### src/rtl/ea_pkg.sv
package ea_pkg;
  parameter int ADDR_W = 16;
  parameter int DATA_W = 8;

  typedef enum logic [3:0] {
    M_IMPLIED   = 4'd0,
    M_IMMED     = 4'd1,
    M_PAGE      = 4'd2,
    M_PAGE_X    = 4'd3,
    M_PAGE_Y    = 4'd4,
    M_ABS       = 4'd5,
    M_ABS_X     = 4'd6,
    M_ABS_Y     = 4'd7,
    M_ABS_IND   = 4'd8,
    M_ABS_X_IND = 4'd9,
    M_PAGE_X_IND= 4'd10,
    M_PAGE_IND_Y= 4'd11,
    M_PAGE_IND_Z= 4'd12,
    M_STK_IND_Y = 4'd13,
    M_RSV_E     = 4'd14,
    M_RSV_F     = 4'd15
  } ea_mode_e;

  typedef enum logic [2:0] {
    F_IDLE   = 3'd0,
    F_LO_REQ = 3'd1,
    F_LO_DAT = 3'd2,
    F_HI_REQ = 3'd3,
    F_HI_DAT = 3'd4
  } fetch_st_e;
endpackage

### src/rtl/ea_mode_decode.sv
module ea_mode_decode #(
  parameter int ADDR_W = 16,
  parameter int DATA_W = 8
) (
  input  logic [3:0]        mode,
  input  logic [DATA_W-1:0] op_lo,
  input  logic [DATA_W-1:0] op_hi,
  input  logic [DATA_W-1:0] x_val,
  input  logic [DATA_W-1:0] y_val,
  input  logic [DATA_W-1:0] z_val,
  input  logic [DATA_W-1:0] b_val,
  input  logic [ADDR_W-1:0] sp_val,
  output logic              need_ptr,
  output logic              addr_ok,
  output logic [ADDR_W-1:0] direct_ea,
  output logic [ADDR_W-1:0] ptr_addr,
  output logic              ptr_in_page,
  output logic [DATA_W-1:0] post_idx
);
  import ea_pkg::*;
  localparam int EXT_W = ADDR_W - DATA_W;

  logic [ADDR_W-1:0] abs_base;
  logic [DATA_W-1:0] lo_px, lo_py;

  assign abs_base = {op_hi, op_lo};
  assign lo_px    = op_lo + x_val;
  assign lo_py    = op_lo + y_val;

  always_comb begin
    need_ptr    = 1'b0;
    addr_ok     = 1'b1;
    direct_ea   = '0;
    ptr_addr    = '0;
    ptr_in_page = 1'b0;
    post_idx    = '0;
    case (ea_mode_e'(mode))
      M_PAGE:   direct_ea = {b_val, op_lo};
      M_PAGE_X: direct_ea = {b_val, lo_px};
      M_PAGE_Y: direct_ea = {b_val, lo_py};
      M_ABS:    direct_ea = abs_base;
      M_ABS_X:  direct_ea = abs_base + {{EXT_W{1'b0}}, x_val};
      M_ABS_Y:  direct_ea = abs_base + {{EXT_W{1'b0}}, y_val};
      M_ABS_IND: begin
        need_ptr = 1'b1;
        ptr_addr = abs_base;
      end
      M_ABS_X_IND: begin
        need_ptr = 1'b1;
        ptr_addr = abs_base + {{EXT_W{1'b0}}, x_val};
      end
      M_PAGE_X_IND: begin
        need_ptr    = 1'b1;
        ptr_addr    = {b_val, lo_px};
        ptr_in_page = 1'b1;
      end
      M_PAGE_IND_Y: begin
        need_ptr    = 1'b1;
        ptr_addr    = {b_val, op_lo};
        ptr_in_page = 1'b1;
        post_idx    = y_val;
      end
      M_PAGE_IND_Z: begin
        need_ptr    = 1'b1;
        ptr_addr    = {b_val, op_lo};
        ptr_in_page = 1'b1;
        post_idx    = z_val;
      end
      M_STK_IND_Y: begin
        need_ptr = 1'b1;
        ptr_addr = sp_val + {{EXT_W{1'b0}}, op_lo};
        post_idx = y_val;
      end
      default: addr_ok = 1'b0;
    endcase
  end
endmodule

### src/rtl/ea_ptr_seq.sv
module ea_ptr_seq #(
  parameter int ADDR_W = 16,
  parameter int DATA_W = 8
) (
  input  logic              clk,
  input  logic              rst_n,
  input  logic              start,
  input  logic [ADDR_W-1:0] ptr_addr,
  input  logic              ptr_in_page,
  output logic              mem_rd,
  output logic [ADDR_W-1:0] mem_addr,
  input  logic [DATA_W-1:0] mem_rdata,
  output logic              busy,
  output logic              last,
  output logic [ADDR_W-1:0] ptr_val
);
  import ea_pkg::*;

  fetch_st_e         st_q;
  logic [ADDR_W-1:0] base_q;
  logic              page_q;
  logic [DATA_W-1:0] lo_q;
  logic [ADDR_W-1:0] second_addr;
  logic [DATA_W-1:0] page_next;

  assign page_next   = base_q[DATA_W-1:0] + 1'b1;
  assign second_addr = page_q ? {base_q[ADDR_W-1:DATA_W], page_next}
                              : base_q + 1'b1;

  assign mem_rd   = (st_q == F_LO_REQ) || (st_q == F_HI_REQ);
  assign mem_addr = (st_q == F_HI_REQ) ? second_addr : base_q;
  assign busy     = (st_q != F_IDLE);
  assign last     = (st_q == F_HI_DAT);
  assign ptr_val  = {mem_rdata, lo_q};

  always_ff @(posedge clk) begin
    if (!rst_n) begin
      st_q   <= F_IDLE;
      base_q <= '0;
      page_q <= 1'b0;
      lo_q   <= '0;
    end else begin
      case (st_q)
        F_IDLE: if (start) begin
          base_q <= ptr_addr;
          page_q <= ptr_in_page;
          st_q   <= F_LO_REQ;
        end
        F_LO_REQ: st_q <= F_LO_DAT;
        F_LO_DAT: begin
          lo_q <= mem_rdata;
          st_q <= F_HI_REQ;
        end
        F_HI_REQ: st_q <= F_HI_DAT;
        default:  st_q <= F_IDLE;
      endcase
    end
  end
endmodule

### src/rtl/eff_addr_unit.sv
module eff_addr_unit #(
  parameter int ADDR_W = ea_pkg::ADDR_W,
  parameter int DATA_W = ea_pkg::DATA_W
) (
  input  logic              clk,
  input  logic              rst_n,
  input  logic              req_valid,
  output logic              req_ready,
  input  logic [3:0]        req_mode,
  input  logic [DATA_W-1:0] req_op_lo,
  input  logic [DATA_W-1:0] req_op_hi,
  input  logic [DATA_W-1:0] x_reg,
  input  logic [DATA_W-1:0] y_reg,
  input  logic [DATA_W-1:0] z_reg,
  input  logic [DATA_W-1:0] b_reg,
  input  logic [ADDR_W-1:0] sp_reg,
  output logic              mem_rd,
  output logic [ADDR_W-1:0] mem_addr,
  input  logic [DATA_W-1:0] mem_rdata,
  output logic              done,
  output logic              ea_valid,
  output logic [ADDR_W-1:0] ea
);
  localparam int EXT_W = ADDR_W - DATA_W;

  logic              need_ptr, addr_ok, ptr_in_page;
  logic [ADDR_W-1:0] direct_ea, ptr_addr, ptr_val;
  logic [DATA_W-1:0] post_idx, idx_q;
  logic              busy, last, accept;

  ea_mode_decode #(.ADDR_W(ADDR_W), .DATA_W(DATA_W)) u_dec (
    .mode(req_mode), .op_lo(req_op_lo), .op_hi(req_op_hi),
    .x_val(x_reg), .y_val(y_reg), .z_val(z_reg), .b_val(b_reg),
    .sp_val(sp_reg), .need_ptr(need_ptr), .addr_ok(addr_ok),
    .direct_ea(direct_ea), .ptr_addr(ptr_addr),
    .ptr_in_page(ptr_in_page), .post_idx(post_idx)
  );

  ea_ptr_seq #(.ADDR_W(ADDR_W), .DATA_W(DATA_W)) u_seq (
    .clk(clk), .rst_n(rst_n), .start(accept && need_ptr),
    .ptr_addr(ptr_addr), .ptr_in_page(ptr_in_page),
    .mem_rd(mem_rd), .mem_addr(mem_addr), .mem_rdata(mem_rdata),
    .busy(busy), .last(last), .ptr_val(ptr_val)
  );

  assign req_ready = !busy;
  assign accept    = req_valid && req_ready;

  always_ff @(posedge clk) begin
    if (!rst_n) begin
      done     <= 1'b0;
      ea_valid <= 1'b0;
      ea       <= '0;
      idx_q    <= '0;
    end else begin
      done <= 1'b0;
      if (accept) begin
        if (need_ptr) begin
          idx_q <= post_idx;
        end else begin
          done     <= 1'b1;
          ea_valid <= addr_ok;
          ea       <= direct_ea;
        end
      end else if (last) begin
        done     <= 1'b1;
        ea_valid <= 1'b1;
        ea       <= ptr_val + {{EXT_W{1'b0}}, idx_q};
      end
    end
  end
endmodule

### config.mk
export PLATFORM = sky130hd
export DESIGN_NAME = eff_addr_unit
export DESIGN_NICKNAME = d
export VERILOG_FILES = /design/src/rtl/ea_pkg.sv /design/src/rtl/ea_mode_decode.sv /design/src/rtl/ea_ptr_seq.sv /design/src/rtl/eff_addr_unit.sv
export SDC_FILE = /design/constraint.sdc
export NUM_CORES = 1
export LEC_CHECK = 0
export BUFFER_PORTS_ARGS = -buffer_cell sky130_fd_sc_hd__buf_4
export CAP_MARGIN = 10
export CORE_MARGIN = 4
export CORE_UTILIZATION = 50
export CTS_CLUSTER_SIZE = 30
export DETAILED_ROUTE_END_ITERATION = 10
export PLACE_DENSITY_LB_ADDON = 0.12
export SYNTH_ARGS = -nofsm -noshare
export SYNTH_HDL_FRONTEND = slang
export SYNTH_HIERARCHICAL = 1
export SYNTH_SLANG_ARGS = --single-unit
### constraint.sdc
create_clock -name clk -period 5.4 [get_ports clk]
set_input_delay 0.54 -clock clk [delete_from_list [all_inputs] [get_ports clk]]
set_output_delay 0.54 -clock clk [all_outputs]
set_load 0.02 [all_outputs]
==> out/qor.csv <==
metric,value,unit
status,"complete, no violations",
final worst slack,2.39,ns
Leak Pwr,0.00283,µW
PortBufs,114,
Avg Inst Size Synth,7.54,µm²
"FF+latch count, synth",54,
"Cell Chain, Critical Path","nor3_2, inv_1, nor2b_1, nand2_1, clkinv_1, and2_1, nand2_1, a21boi_0",
PD cells,187,mW/mm²
Final ANT Viol Nets,0,
worst hold path stage count,2,
Setup TNS,0,ns
"Arr. time, crit path",3.22,ns
first-pass GRT wire length,29.4,mm
"Slowest-stage cell, CP",nor2b_1,
Fmax achieved,333,MHz
Fin Hold WS,0.471,ns
Tmin final,3.01,ns
dpl hpwl,14.9,mm
Final Cycle Share,0.557,
vias per cell,6.11,
Pins Over Slew Limit,0,
maxcap violations,0,
Post-CTS Hold Fix Bufs,0,
vias post-DR,6057,
First-pass DRT Iterations,5,
Crit Path Category,register to register,
wire per inst,18.9,µm
worst path bufs/invs,2,
All-Layer GR Usage,0.276,
CTS tree,built,
Clock Path Buffers,2,
clk_lat worst skew,0.30,ns
Worst path most repeated cell,nand2_1,
VDD IR max,153,µV
H-Tree Depth,2,
maximum number of pins on one net before global-route repair,55,
setup violators final,0,
worst-path maximum fanout,17,
vias in the first global route,5697,
post-CTS sizing,0,
r2r setup slk,2.39,ns
I/O pin cnt,115,
placer congestion estimate,0.945,
# rows,39,
DR iter-0 viols,520,
Post CTS Setup Buffer Count,0,
Synthesis Warnings,6,
die height,116,µm
Synthesized Nets,884,
Slew HR,0.417,
"Hold Vio Cnt, Final",0,
DIE AREA,0.0134,mm²
initial antenna violation count,0,
CTS Sinks,54,
RSZ-0062 raised after global routing,false,
unique cell type count in the Yosys netlist,72,
Crit path max-delay family,simple AND/OR/NAND/NOR gates,
Worst Tran Pin Value,0.873,ns
startpoint class of the critical path,register,
Crit. End Element,register,
final cell count without fillers,991,
number of synthesized flops with an enable pin,0,
final instance area,0.00676,mm²
Core ar.,0.0114,mm²
sequential fraction of the synthesis area,0.187,
Setup WS pre-CTS,2.29,ns
Routed WL,18.7,mm
layout cell share with drive strength beyond 1,0.177,
FF-to-FF path depth,8,
Clock Skew,0.00621,ns
grt total ovfl,0,
main flop type after synthesis,dfxtp_1,
placed cells,983,
initial core utilization,0.510,
CTS Root Cell,clkbuf_16,
cell area after synthesis,0.00579,mm²
dpl cell area,0.00661,mm²
final net count,963,
Async SR Flop Fraction,0,
Hold Path Class,register to register,
Antenna Cells,0,
area delta synth->final,16.7,%
WP depth,8,
CP max stage delay,0.64,ns
DR DRC count,0,
Die Wd,116,µm
Worst-path clk slew,0.07,ns
Required @ worst endpoint,5.61,ns
Num CTS Buffers,5,
cell count after synthesis,768,
[cell usage in the layout (no fill, tap or decap), types with 9 or more instances in the layout]
cell type,n
buf_4,116
nand2_1,110
nor2_1,54
dfxtp_1,54
a21oi_1,36
ha_1,33
mux2i_1,33
xnor2_1,32
o21ai_0,32
nor2b_1,29
xor2_1,29
a21boi_0,26
inv_1,22
nand3_1,17
nor3_1,16
nand2b_1,15
nand4_1,14
o211ai_1,13
a21o_1,12
and2_1,11
a31oi_1,10
and3_1,10
a22oi_1,9
[sequential cells by signal (all words and copies together) (netlist names)]
signal	flops
u_seq/base_q	16
idx_q	8
u_seq/page_q	1
done	1
u_seq/st_q	3
ea_valid	1
u_seq/lo_q	8
ea	16
[cells in the mapped netlist, drive strengths merged, types with 27 or more instances]
cell | number | share of area
nand2 | 110 | 0.071
nor2 | 55 | 0.036
dfxtp | 54 | 0.19
a21oi | 37 | 0.033
o21ai | 37 | 0.032
ha | 33 | 0.071
mux2i | 33 | 0.057
xnor2 | 32 | 0.048
nor2b | 29 | 0.031
xor2 | 29 | 0.044
a21boi | 28 | 0.036
buf | 27 | 0.029
[per-stage QoR]
step / util / power [µW]
6_report: 0.595 / 1270
4_1_cts: 0.595 / 1260
3_3_place_gp: 0.581 / 928
3_5_place_dp: 0.581 / 937
5_1_grt: 0.595 / 1340
2_1_floorplan: - / 768
[report_power, final]
group | switching, µW | total, µW | internal, µW
clock | 146 | 330 | 184
combinational | 294 | 496 | 203
sequential | 19.1 | 440 | 421
[path summary, 6_finish.rpt]
kind,startpoint,endpoint
worst max-delay path,u_seq/st_q[0],u_seq/base_q[9]
worst min-delay path,u_seq/base_q[14],u_seq/base_q[14]
worst max register to register,u_seq/st_q[0],u_seq/base_q[9]
worst min register to register,u_seq/base_q[14],u_seq/base_q[14]
[worst reg2reg max path: cells and delay by family, from the launching register on]
kind	cells	cell delay [ns]
AO/OA/AOI/OAI	1	0.20
buffers and inverters	2	0.41
flip-flops	1	0.38
AND/OR/NAND/NOR	5	1.94
[per-layer routing]
| metal | wire length [µm] | GRT usage | share of wire |
|---|---|---|---|
| met3 | 1260 | 0.0460 | 0.068 |
| met2 | 8490 | 0.446 | 0.45 |
| met1 | 8250 | 0.373 | 0.44 |
| met5 | 0 | 0 | 0 |
| met4 | 692 | 0.0998 | 0.037 |
[cells by family after synthesis]
group / share of synthesized area
AO/OA/AOI/OAI: 0.255
XOR/XNOR: 0.0922
adder cells (fa/ha/maj): 0.0851
buffers and inverters: 0.0549
flip-flops: 0.187
multiplexers: 0.0629
AND/OR/NAND/NOR: 0.263
[cell type report]
type	count	area (µm²)
clock buffer	6	139
clock inverter	2	12.5
fill	1083	4610
inverter	23	86.3
multi-input combinational	647	4390
sequential	54	1080
tap	143	179
timing repair buffer	116	871
Power figures use the tool's default switching activity.
